==> config.mk <==
export PLATFORM = sky130hd
export DESIGN_NAME = cache_ctl_regs
export DESIGN_NICKNAME = d
export VERILOG_FILES = /design/src/rtl/cctl_pkg.sv /design/src/rtl/cctl_sweep.sv /design/src/rtl/cctl_regs.sv /design/src/rtl/cache_ctl_regs.sv
export SDC_FILE = /design/constraint.sdc
export NUM_CORES = 1
export LEC_CHECK = 0
export ABC_AREA = 0
export BUFFER_PORTS_ARGS = -buffer_cell sky130_fd_sc_hd__buf_4
export CAP_MARGIN = 20
export CORE_ASPECT_RATIO = 2
export CORE_MARGIN = 2
export CORE_UTILIZATION = 25
export CTS_BUF_LIST = sky130_fd_sc_hd__clkbuf_16
export CTS_CLUSTER_DIAMETER = 50
export DETAILED_ROUTE_END_ITERATION = 12
export GPL_TIMING_DRIVEN = 0
export PLACE_DENSITY = 0.75
export RECOVER_POWER = 25
export SLEW_MARGIN = 20
export SYNTH_ARGS = -nofsm -noshare
export SYNTH_HDL_FRONTEND = slang
export SYNTH_HIERARCHICAL = 1
export SYNTH_SLANG_ARGS = --single-unit
==> constraint.sdc <==
create_clock -name clk -period 3.1 [get_ports clk]
set_input_delay 0.775 -clock clk [delete_from_list [all_inputs] [get_ports clk]]
set_output_delay 0.775 -clock clk [all_outputs]
set_load 0.01 [all_outputs]
==> src/rtl/cctl_pkg.sv <==
package cctl_pkg;

  localparam int unsigned REG_AW = 12;
  localparam int unsigned REG_DW = 32;

  localparam logic [REG_AW-1:0] OFF_IDENT = 12'h000;
  localparam logic [REG_AW-1:0] OFF_SIZES = 12'h004;
  localparam logic [REG_AW-1:0] OFF_CTRL  = 12'h100;
  localparam logic [REG_AW-1:0] OFF_INVAL = 12'h700;

  localparam int unsigned CTRL_EN_BIT   = 0;
  localparam int unsigned CTRL_WA_BIT   = 1;
  localparam int unsigned CTRL_CWFD_BIT = 2;
  localparam int unsigned CTRL_RDY_BIT  = 16;

  typedef struct packed {
    logic cwf_dis;
    logic wr_alloc;
    logic enable;
  } ctrl_t;

endpackage

==> src/rtl/cctl_sweep.sv <==
module cctl_sweep #(
  parameter int unsigned NUM_LINES = 16
) (
  input  logic                 clk,
  input  logic                 rst_n,
  input  logic                 start_i,
  output logic                 busy_o,
  output logic [NUM_LINES-1:0] line_clr_o
);

  localparam int unsigned IDX_W = (NUM_LINES > 1) ? $clog2(NUM_LINES) : 1;
  localparam logic [IDX_W-1:0] LAST_IDX = IDX_W'(NUM_LINES - 1);

  logic [IDX_W-1:0] idx_q, idx_d;
  logic             busy_q, busy_d;
  logic             step_en;

  // Next-state: start (or restart) at index 0, step, stop after the last line.
  always_comb begin
    idx_d  = idx_q;
    busy_d = busy_q;
    if (start_i) begin
      idx_d  = '0;
      busy_d = 1'b1;
    end else if (busy_q) begin
      if (idx_q == LAST_IDX) begin
        busy_d = 1'b0;
        idx_d  = '0;
      end else begin
        idx_d = idx_q + 1'b1;
      end
    end
  end

  assign step_en = start_i | busy_q;

  always_ff @(posedge clk or negedge rst_n) begin
    if (!rst_n) begin
      idx_q  <= '0;
      busy_q <= 1'b0;
    end else if (step_en) begin
      idx_q  <= idx_d;
      busy_q <= busy_d;
    end
  end

  assign busy_o = busy_q;

  for (genvar g = 0; g < NUM_LINES; g++) begin : g_clr_dec
    assign line_clr_o[g] = busy_q && (idx_q == IDX_W'(g));
  end

  AST_CLR_ONEHOT: assert property (@(posedge clk) disable iff (!rst_n)
    $onehot0(line_clr_o)) else $error("more than one line cleared");

  AST_START_AT_ZERO: assert property (@(posedge clk) disable iff (!rst_n)
    start_i |=> (busy_q && idx_q == '0)) else $error("sweep not at index 0");

  AST_STEP_ONE: assert property (@(posedge clk) disable iff (!rst_n)
    (busy_q && !start_i && idx_q != LAST_IDX) |=> (busy_q && idx_q == $past(idx_q) + 1'b1))
    else $error("sweep did not advance by one");

  AST_DONE_AFTER_LAST: assert property (@(posedge clk) disable iff (!rst_n)
    (busy_q && !start_i && idx_q == LAST_IDX) |=> !busy_q)
    else $error("sweep did not end after last line");

endmodule

==> src/rtl/cctl_regs.sv <==
module cctl_regs
  import cctl_pkg::*;
#(
  parameter logic [5:0]  REL_NUM   = 6'h03,
  parameter logic [3:0]  PART_NUM  = 4'hA,
  parameter logic [5:0]  CACHE_TAG = 6'h15,
  parameter logic [15:0] CACHE_SZ  = 16'h0010,
  parameter logic [15:0] MEM_SZ    = 16'h0800
) (
  input  logic              clk,
  input  logic              rst_n,
  input  logic [REG_AW-1:0] addr_i,
  input  logic              wr_i,
  input  logic [REG_DW-1:0] wdata_i,
  input  logic              ready_i,
  output ctrl_t             ctrl_o,
  output logic              start_o,
  output logic [REG_DW-1:0] rdata_o
);

  localparam logic [REG_DW-1:0] IDENT_WORD = {16'h0000, CACHE_TAG, PART_NUM, REL_NUM};
  localparam logic [REG_DW-1:0] SIZES_WORD = {MEM_SZ, CACHE_SZ};

  ctrl_t ctrl_q, ctrl_d;
  logic  ctrl_we;

  assign ctrl_we = wr_i && (addr_i == OFF_CTRL);
  assign start_o = wr_i && (addr_i == OFF_INVAL);

  always_comb begin
    ctrl_d          = ctrl_q;
    ctrl_d.enable   = wdata_i[CTRL_EN_BIT];
    ctrl_d.wr_alloc = wdata_i[CTRL_WA_BIT];
    ctrl_d.cwf_dis  = wdata_i[CTRL_CWFD_BIT];
  end

  always_ff @(posedge clk or negedge rst_n) begin
    if (!rst_n) begin
      ctrl_q <= '0;
    end else if (ctrl_we) begin
      ctrl_q <= ctrl_d;
    end
  end

  always_comb begin
    rdata_o = '0;
    case (addr_i)
      OFF_IDENT: rdata_o = IDENT_WORD;
      OFF_SIZES: rdata_o = SIZES_WORD;
      OFF_CTRL: begin
        rdata_o[CTRL_EN_BIT]   = ctrl_q.enable;
        rdata_o[CTRL_WA_BIT]   = ctrl_q.wr_alloc;
        rdata_o[CTRL_CWFD_BIT] = ctrl_q.cwf_dis;
        rdata_o[CTRL_RDY_BIT]  = ready_i;
      end
      default: rdata_o = '0;
    endcase
  end

  assign ctrl_o = ctrl_q;

  AST_CTRL_HOLD: assert property (@(posedge clk) disable iff (!rst_n)
    !ctrl_we |=> $stable(ctrl_q)) else $error("control changed without a write");

  AST_CTRL_LOAD: assert property (@(posedge clk) disable iff (!rst_n)
    ctrl_we |=> (ctrl_q.enable == $past(wdata_i[CTRL_EN_BIT])))
    else $error("enable bit not loaded");

endmodule

==> src/rtl/cache_ctl_regs.sv <==
module cache_ctl_regs
  import cctl_pkg::*;
#(
  parameter int unsigned NUM_LINES = 16,
  parameter logic [5:0]  REL_NUM   = 6'h03,
  parameter logic [3:0]  PART_NUM  = 4'hA,
  parameter logic [5:0]  CACHE_TAG = 6'h15,
  parameter logic [15:0] CACHE_SZ  = 16'h0010,
  parameter logic [15:0] MEM_SZ    = 16'h0800
) (
  input  logic                 clk,
  input  logic                 rst_n,
  input  logic [11:0]          reg_addr,
  input  logic                 reg_wr,
  input  logic [31:0]          reg_wdata,
  output logic [31:0]          reg_rdata,
  output logic [NUM_LINES-1:0] line_clr,
  output logic                 cache_bypass,
  output logic                 cache_en,
  output logic                 wr_alloc_en,
  output logic                 cwf_en,
  output logic                 ready
);

  ctrl_t ctrl;
  logic  sweep_start;
  logic  sweep_busy;

  cctl_regs #(
    .REL_NUM  (REL_NUM),
    .PART_NUM (PART_NUM),
    .CACHE_TAG(CACHE_TAG),
    .CACHE_SZ (CACHE_SZ),
    .MEM_SZ   (MEM_SZ)
  ) regs_i (
    .clk    (clk),
    .rst_n  (rst_n),
    .addr_i (reg_addr),
    .wr_i   (reg_wr),
    .wdata_i(reg_wdata),
    .ready_i(ready),
    .ctrl_o (ctrl),
    .start_o(sweep_start),
    .rdata_o(reg_rdata)
  );

  cctl_sweep #(
    .NUM_LINES(NUM_LINES)
  ) sweep_i (
    .clk       (clk),
    .rst_n     (rst_n),
    .start_i   (sweep_start),
    .busy_o    (sweep_busy),
    .line_clr_o(line_clr)
  );

  assign ready        = ~sweep_busy;
  assign cache_bypass = sweep_busy | ~ctrl.enable;
  assign cache_en     = ctrl.enable;
  assign wr_alloc_en  = ctrl.wr_alloc;
  assign cwf_en       = ~ctrl.cwf_dis;

  AST_BYPASS_IN_SWEEP: assert property (@(posedge clk) disable iff (!rst_n)
    (|line_clr) |-> (cache_bypass && !ready)) else $error("cache live during sweep");

  AST_INVAL_STARTS: assert property (@(posedge clk) disable iff (!rst_n)
    (reg_wr && reg_addr == OFF_INVAL) |=> line_clr[0]) else $error("sweep did not start");

endmodule

# After elaboration in Yosys (flattened, before gate mapping)

Cells that the tools add are included.

Logic and storage cells: 61
Input bits: 47
Flip-flop bits (word level): 8
Output and inout bits: 53

Muxes and demuxes: 10
$add $sub $neg: 1
Reductions and logical operators: 22
Equal/unequal tests: 18
Bitwise gates (word level): 5

Operators with widths:

| operator               | number |
|---|---|
| $eq A4 B4 Y1 const B   | 8 |
| $pmux W12 S2           | 1 |
| $logic_and A1 B1 Y1    | 18 |
| $eq A4 B3 Y1 const B   | 4 |
| $eq A12 B11 Y1 const B | 1 |
| $eq A12 B3 Y1 const B  | 1 |
| $eq A12 B9 Y1 const B  | 1 |
| $logic_not A12 Y1      | 1 |
| $mux W4                | 3 |
| $mux W11               | 1 |
| $eq A4 B2 Y1 const B   | 2 |
| $pmux W3 S2            | 1 |
| $add A4 B1 Y4 const B  | 1 |
| $eq A4 B1 Y1 const B   | 1 |
| $logic_not A4 Y1       | 1 |
| $mux W1                | 4 |
| $not A1 Y1             | 3 |
| $or A1 B1 Y1           | 2 |
| $reduce_and A2 Y1      | 1 |
| $reduce_bool A2 Y1     | 1 |

# Longest topological paths before layout

Depth after elaboration: 4
Mapped depth: 4
Gate-level depth less buffers: 4

# Modules after synthesis

Netlist, hierarchy kept.

Modules (own cells, without submodules):

| module         | sequential area each (um2) | cells an instance | instances | area each (um2) |
|---|---|---|---|---|
| cctl_regs      | 75.1                       | 53                | 1         | 434.2 |
| cctl_sweep     | 125.1                      | 52                | 1         | 396.6 |
| cache_ctl_regs | 0.0                        | 3                 | 1         | 13.8 |

# Worst setup path before layout

OpenSTA, ideal clock, no wires.

Path kind: input to output
Start point: input reg_addr[1]
End point: output reg_rdata[10]
Setup slack: 0.278 ns
Required time: 2.325 ns
Data arrival time: 2.047 ns
Cell stages on the path: 4
Buffers on the path: 1
Path through: or4_4 nand4bb_1 nor2_1 buf_4

Word-level cells in the longest chain between the ends: 2
Elaborated cells on any way between the ends: 3
Classes of those cells: eq/ne (1); mux (1); reduce/logical (1)

Ends and longest elaborated chain:

| item                                               | RTL line             | RTL |
|---|---|---|
| from (decl)                                        | cache_ctl_regs.sv:13 | `input logic [11:0] reg_addr,` |
| $eq A12 B3 Y1 or $logic_not A12 Y1 (tied branches) | cctl_regs.sv:47      | `case (addr_i)` |
| $pmux W12 S2 (*)                                   | cctl_regs.sv:47      |  |
| to (decl)                                          | cache_ctl_regs.sv:16 | `output logic [31:0] reg_rdata,` |

Mark *: on every way between the ends. The rest lies on a longest branch, timed or not.

# Worst setup path after layout

Start point: input reg_addr[1]
End point: output reg_rdata[14]

The elaborated chain is that of the path after synthesis.

==> metrics list <==
- Horizontal die dimension: 45.1 um
- Clock-pin slew was measured on the worst setup and hold paths at 40 ps.
* Routability congestion estimate: 0.793
- For this run, the leading register cell type out of synthesis is dfrtp_1.
- After clock tree synthesis, the setup repair step added 0 buffers.
* Distinct cell type count of the synthesized netlist: 28
* Combinational family with the most area after synthesis: simple AND/OR/NAND/NOR gates
- Worst Setup EP: reg_rdata[14]
- # rows: 29
- Starting utilization of the core area: 26.4%
- In the finished design, the share of the clock period the worst path needs comes to 95.1%.
- Fin area: 1390 sq um
- From bottom edge to top edge, the die measures 86.2 um.
- Max Freq: 339 MHz
* Critical path fanouts, max: 5
- The max-slew violation total from the final report came to 0.
- The flow ran to the end, and the final reports show no timing, DRC or antenna violations.
- Port Buf Inserts: 49
- Worst setup path start: reg_addr[1]
- Mapped cell area: 845 sq um
- Vias per cell: 4.26
- The repair_antennas step left the layout with diodes totalling 0.
* Relative slew slack: 58.9%
* Synth-to-Final Area Change: 64.7%
* Synth Area per Inst: 7.82 sq um
- The number of antenna violations at the first check in global routing was 0.
* Category of the critical setup timing path: in -> out
- Share of layout cells above drive strength 1: 42.8%
- The tree is rooted in a clkbuf_16.
- Die Outline Area: 3890 sq um
* Endpoint of the worst register-to-register path: sweep_i/idx_q[3]
- Arithmetic-cell share of the synthesized area counting full adders, half adders and majority gates: 5.93%
- In the routed design, unresolved DRC markers number 0.
* Total of max-cap violations: 0
* Mux contribution to synthesized area: 5.19%
- Depth of the CTS H-tree: 1
* Syn Inst Count: 108
- Counting flops and latches in the post-synthesis netlist gives 8.
- EDFF count, synth: 0
- For this design the ratio of total power to cell area is 277 nW/um^2.
- Worst Setup Start Kind: input port
* Synth Area in XOR/XNOR: 1.04%
- Setup violations remaining at the end of the flow were counted as 0.
* Clock latency of the later-clocked register in the worst-skew pair: 230 ps
- Quantity of hold-fixing buffers added after cts: 0
- Routed Antenna Nets: 0
- The worst path needs 2950 ps of the cycle, external delays included.
- Peak VDD IR: 170 uV
- Clock tree skew after final layout: 3.11 ps
* Syn. warnings: 6
* Unrepaired setup endpoints after global routing: no
- Entering global routing, the biggest net connects 11 pins.
* CTS tree: yes
* Type of the tightest min-delay check: in -> async
- Transition time of the tightest slew-check pin: 612 ps
- Final hold vios: 0
* Leakage power total: 0.769 nW
* Clock Sink Count: 8
- Reg-to-reg slack, setup: 1800 ps
* Number of inserted filler cells in the final layout: 338
* Placed wire-length estimate after detailed placement: 1880 um
- At the worst endpoint, the required time is 2320 ps.
- The pre-antenna-repair detailed-routing pass consisted of 3 iterations.
- Global-route wire length before repair: 3290 um
* Global route total overflow: 0
- The number of global-route vias before repair is 811.
- Basic-gate share of the synthesized area counting and, or, nand and nor cells: 31.7%
- Across every metal layer, demand over resource in global routing totals 11.3%.
- Multi-input gate area in the final layout: 495 sq um
* Core Region: 3190 sq um
- Vias: 899
* DRT iter0 DRCs: 12
- Counting flops with an async set or reset pin after synthesis yields a share of 100%.
- Across the whole layout, storage elements account for 200 sq um.
- I/O pin count: 100
- Buffers from clock root to sink, at most: 2
- Wires add up to 2210 um.
- After routing, the total negative slack on setup checks comes to 0 ps.
- The worst register-to-register path has a depth of 4.
- Data arrival time of the worst path: 2170 ps
- Summing the areas of all compound-gate instances in the mapped netlist gives 4.44% of the synthesized area.
- Sequential cell area fraction in the yosys report: 23.7%
- The worst setup path is captured at an output port.
- Number of clock buffers inserted by TritonCTS: 3
- For this run, the post-layout net count is 233.
* Source of the worst register-to-register timing path: sweep_i/busy_o
- Dividing the detail-routed wire length by the instance count gives 10.5 um.
- Once placement finished, the instance area stood at 1330 sq um.
## stage by stage
| stage | hold slack (ps) | utilization (%) | total power [mW] | std cells | setup slack, ps |
|---|---|---|---|---|---|
| after floorplan | 479 | - | 0.148 | 128 | 278 |
| after global routing | 483 | 43.6 | 0.401 | 211 | 89.9 |
| after global placement | 520 | 41.5 | 0.169 | 208 | 80.9 |
| after CTS | 352 | 43.9 | 0.388 | 211 | 43.5 |
| after detailed placement | 537 | 41.5 | 0.170 | 208 | 46.0 |
| final | 450 | 43.6 | 0.385 | 211 | 153 |
## report_power, final
part	leakage, nW	internal, mW	switching, mW
Sequential	0.0912	0.106	0.00139
Clock	0.0370	0.166	0.0494
Combinational	0.641	0.0350	0.0270
## synthesized netlist by cell type (all sizes together), types with 2 or more instances
cell | n | area, sq um
nand2 | 6 | 25.0
buf | 26 | 195
ha | 4 | 50.1
mux2 | 3 | 33.8
or4 | 2 | 18.8
nand2b | 4 | 25.0
nor4bb | 2 | 20.0
a21oi | 5 | 25.0
inv | 9 | 33.8
nor3b | 3 | 22.5
nor2 | 13 | 48.8
dfrtp | 8 | 200
nand3 | 4 | 20.0
nor3 | 5 | 25.0
and2 | 3 | 18.8
## how the worst min path moves through the flow
stage | from | endpoint | cells past startpoint
final | rst_n | regs_i/ctrl_o[1] | 1
after global routing | rst_n | regs_i/ctrl_o[1] | 1
after CTS | rst_n | regs_i/ctrl_o[1] | 1
after detailed placement | regs_i/ctrl_o[2] | regs_i/ctrl_o[2] | 1
after global placement | regs_i/ctrl_o[2] | regs_i/ctrl_o[2] | 1
after floorplan | rst_n | regs_i/ctrl_o[0] | 0
## worst max-delay path, cell delays in order
cell and delay [ps]:
buf_4 110, or4_4 540, nand4bb_1 280, nor2_2 220
buf_4 140, buf_4 110
## area by class of cell
type                    count  area share, %
flip-flops and latches      8           14.4
multi-input cells          84           35.6
plain buffers              27           14.3
clock buffers               3           5.40
well taps                  31           2.79
inverters                   9           2.43
repair buffers             49           25.1
## state kept, by name (all words and copies together), names as in the netlist
register        count
sweep_i/busy_o      1
regs_i/ctrl_o       3
sweep_i/idx_q       4
## metal layers
metal | vias to the layer above | track usage, % | share of wire, %
li1 | 454 | - | -
met1 | 407 | 9.14 | 29
met2 | 35 | 22.7 | 63
met3 | 3 | 3.13 | 6.9
met4 | 0 | 4.81 | 1.2
met5 | - | 0 | 0
## what timing repair did
action                                 4_1_cts  5_1_grt
endpoints found under the hold margin        0        0
resized for setup                            0        2
setup endpoints to repair                    0        5
## placed cells by master (no fill, tap or decap)
cell | synthesis | final
a21o_1 | 1 | 1
a21oi_1 | 5 | 5
and2_1 | 3 | 3
and3b_1 | 1 | 1
and4b_1 | 1 | 1
buf_4 | 26 | 70
clkbuf_1 | 1 | 6
clkbuf_16 | 0 | 3
conb_1 | 1 | 21
dfrtp_1 | 8 | 8
ha_1 | 4 | 4
inv_1 | 9 | 9
mux2_1 | 3 | 3
mux2i_1 | 1 | 1
nand2_1 | 5 | 5
nand2_2 | 1 | 1
nand2b_1 | 4 | 4
nand3_1 | 4 | 4
nand3b_1 | 1 | 1
nand4bb_1 | 1 | 1
nor2_1 | 13 | 12
nor2_2 | 0 | 1
nor3_1 | 5 | 5
nor3b_1 | 3 | 3
nor4_2 | 0 | 1
nor4bb_1 | 2 | 2
o21ai_0 | 1 | 1
or4_1 | 1 | 1
or4_4 | 1 | 1
xnor2_1 | 1 | 1
## cells by family after synthesis
family	after synthesis
xor gates and xnor gates	1
DFF	8
AOI/OAI and AO/OA	7
adders and majority gates	4
other	1
and+or+nand+nor	47
muxes	4
buffers and inverters	36
(Power assumes the default switching activity.)
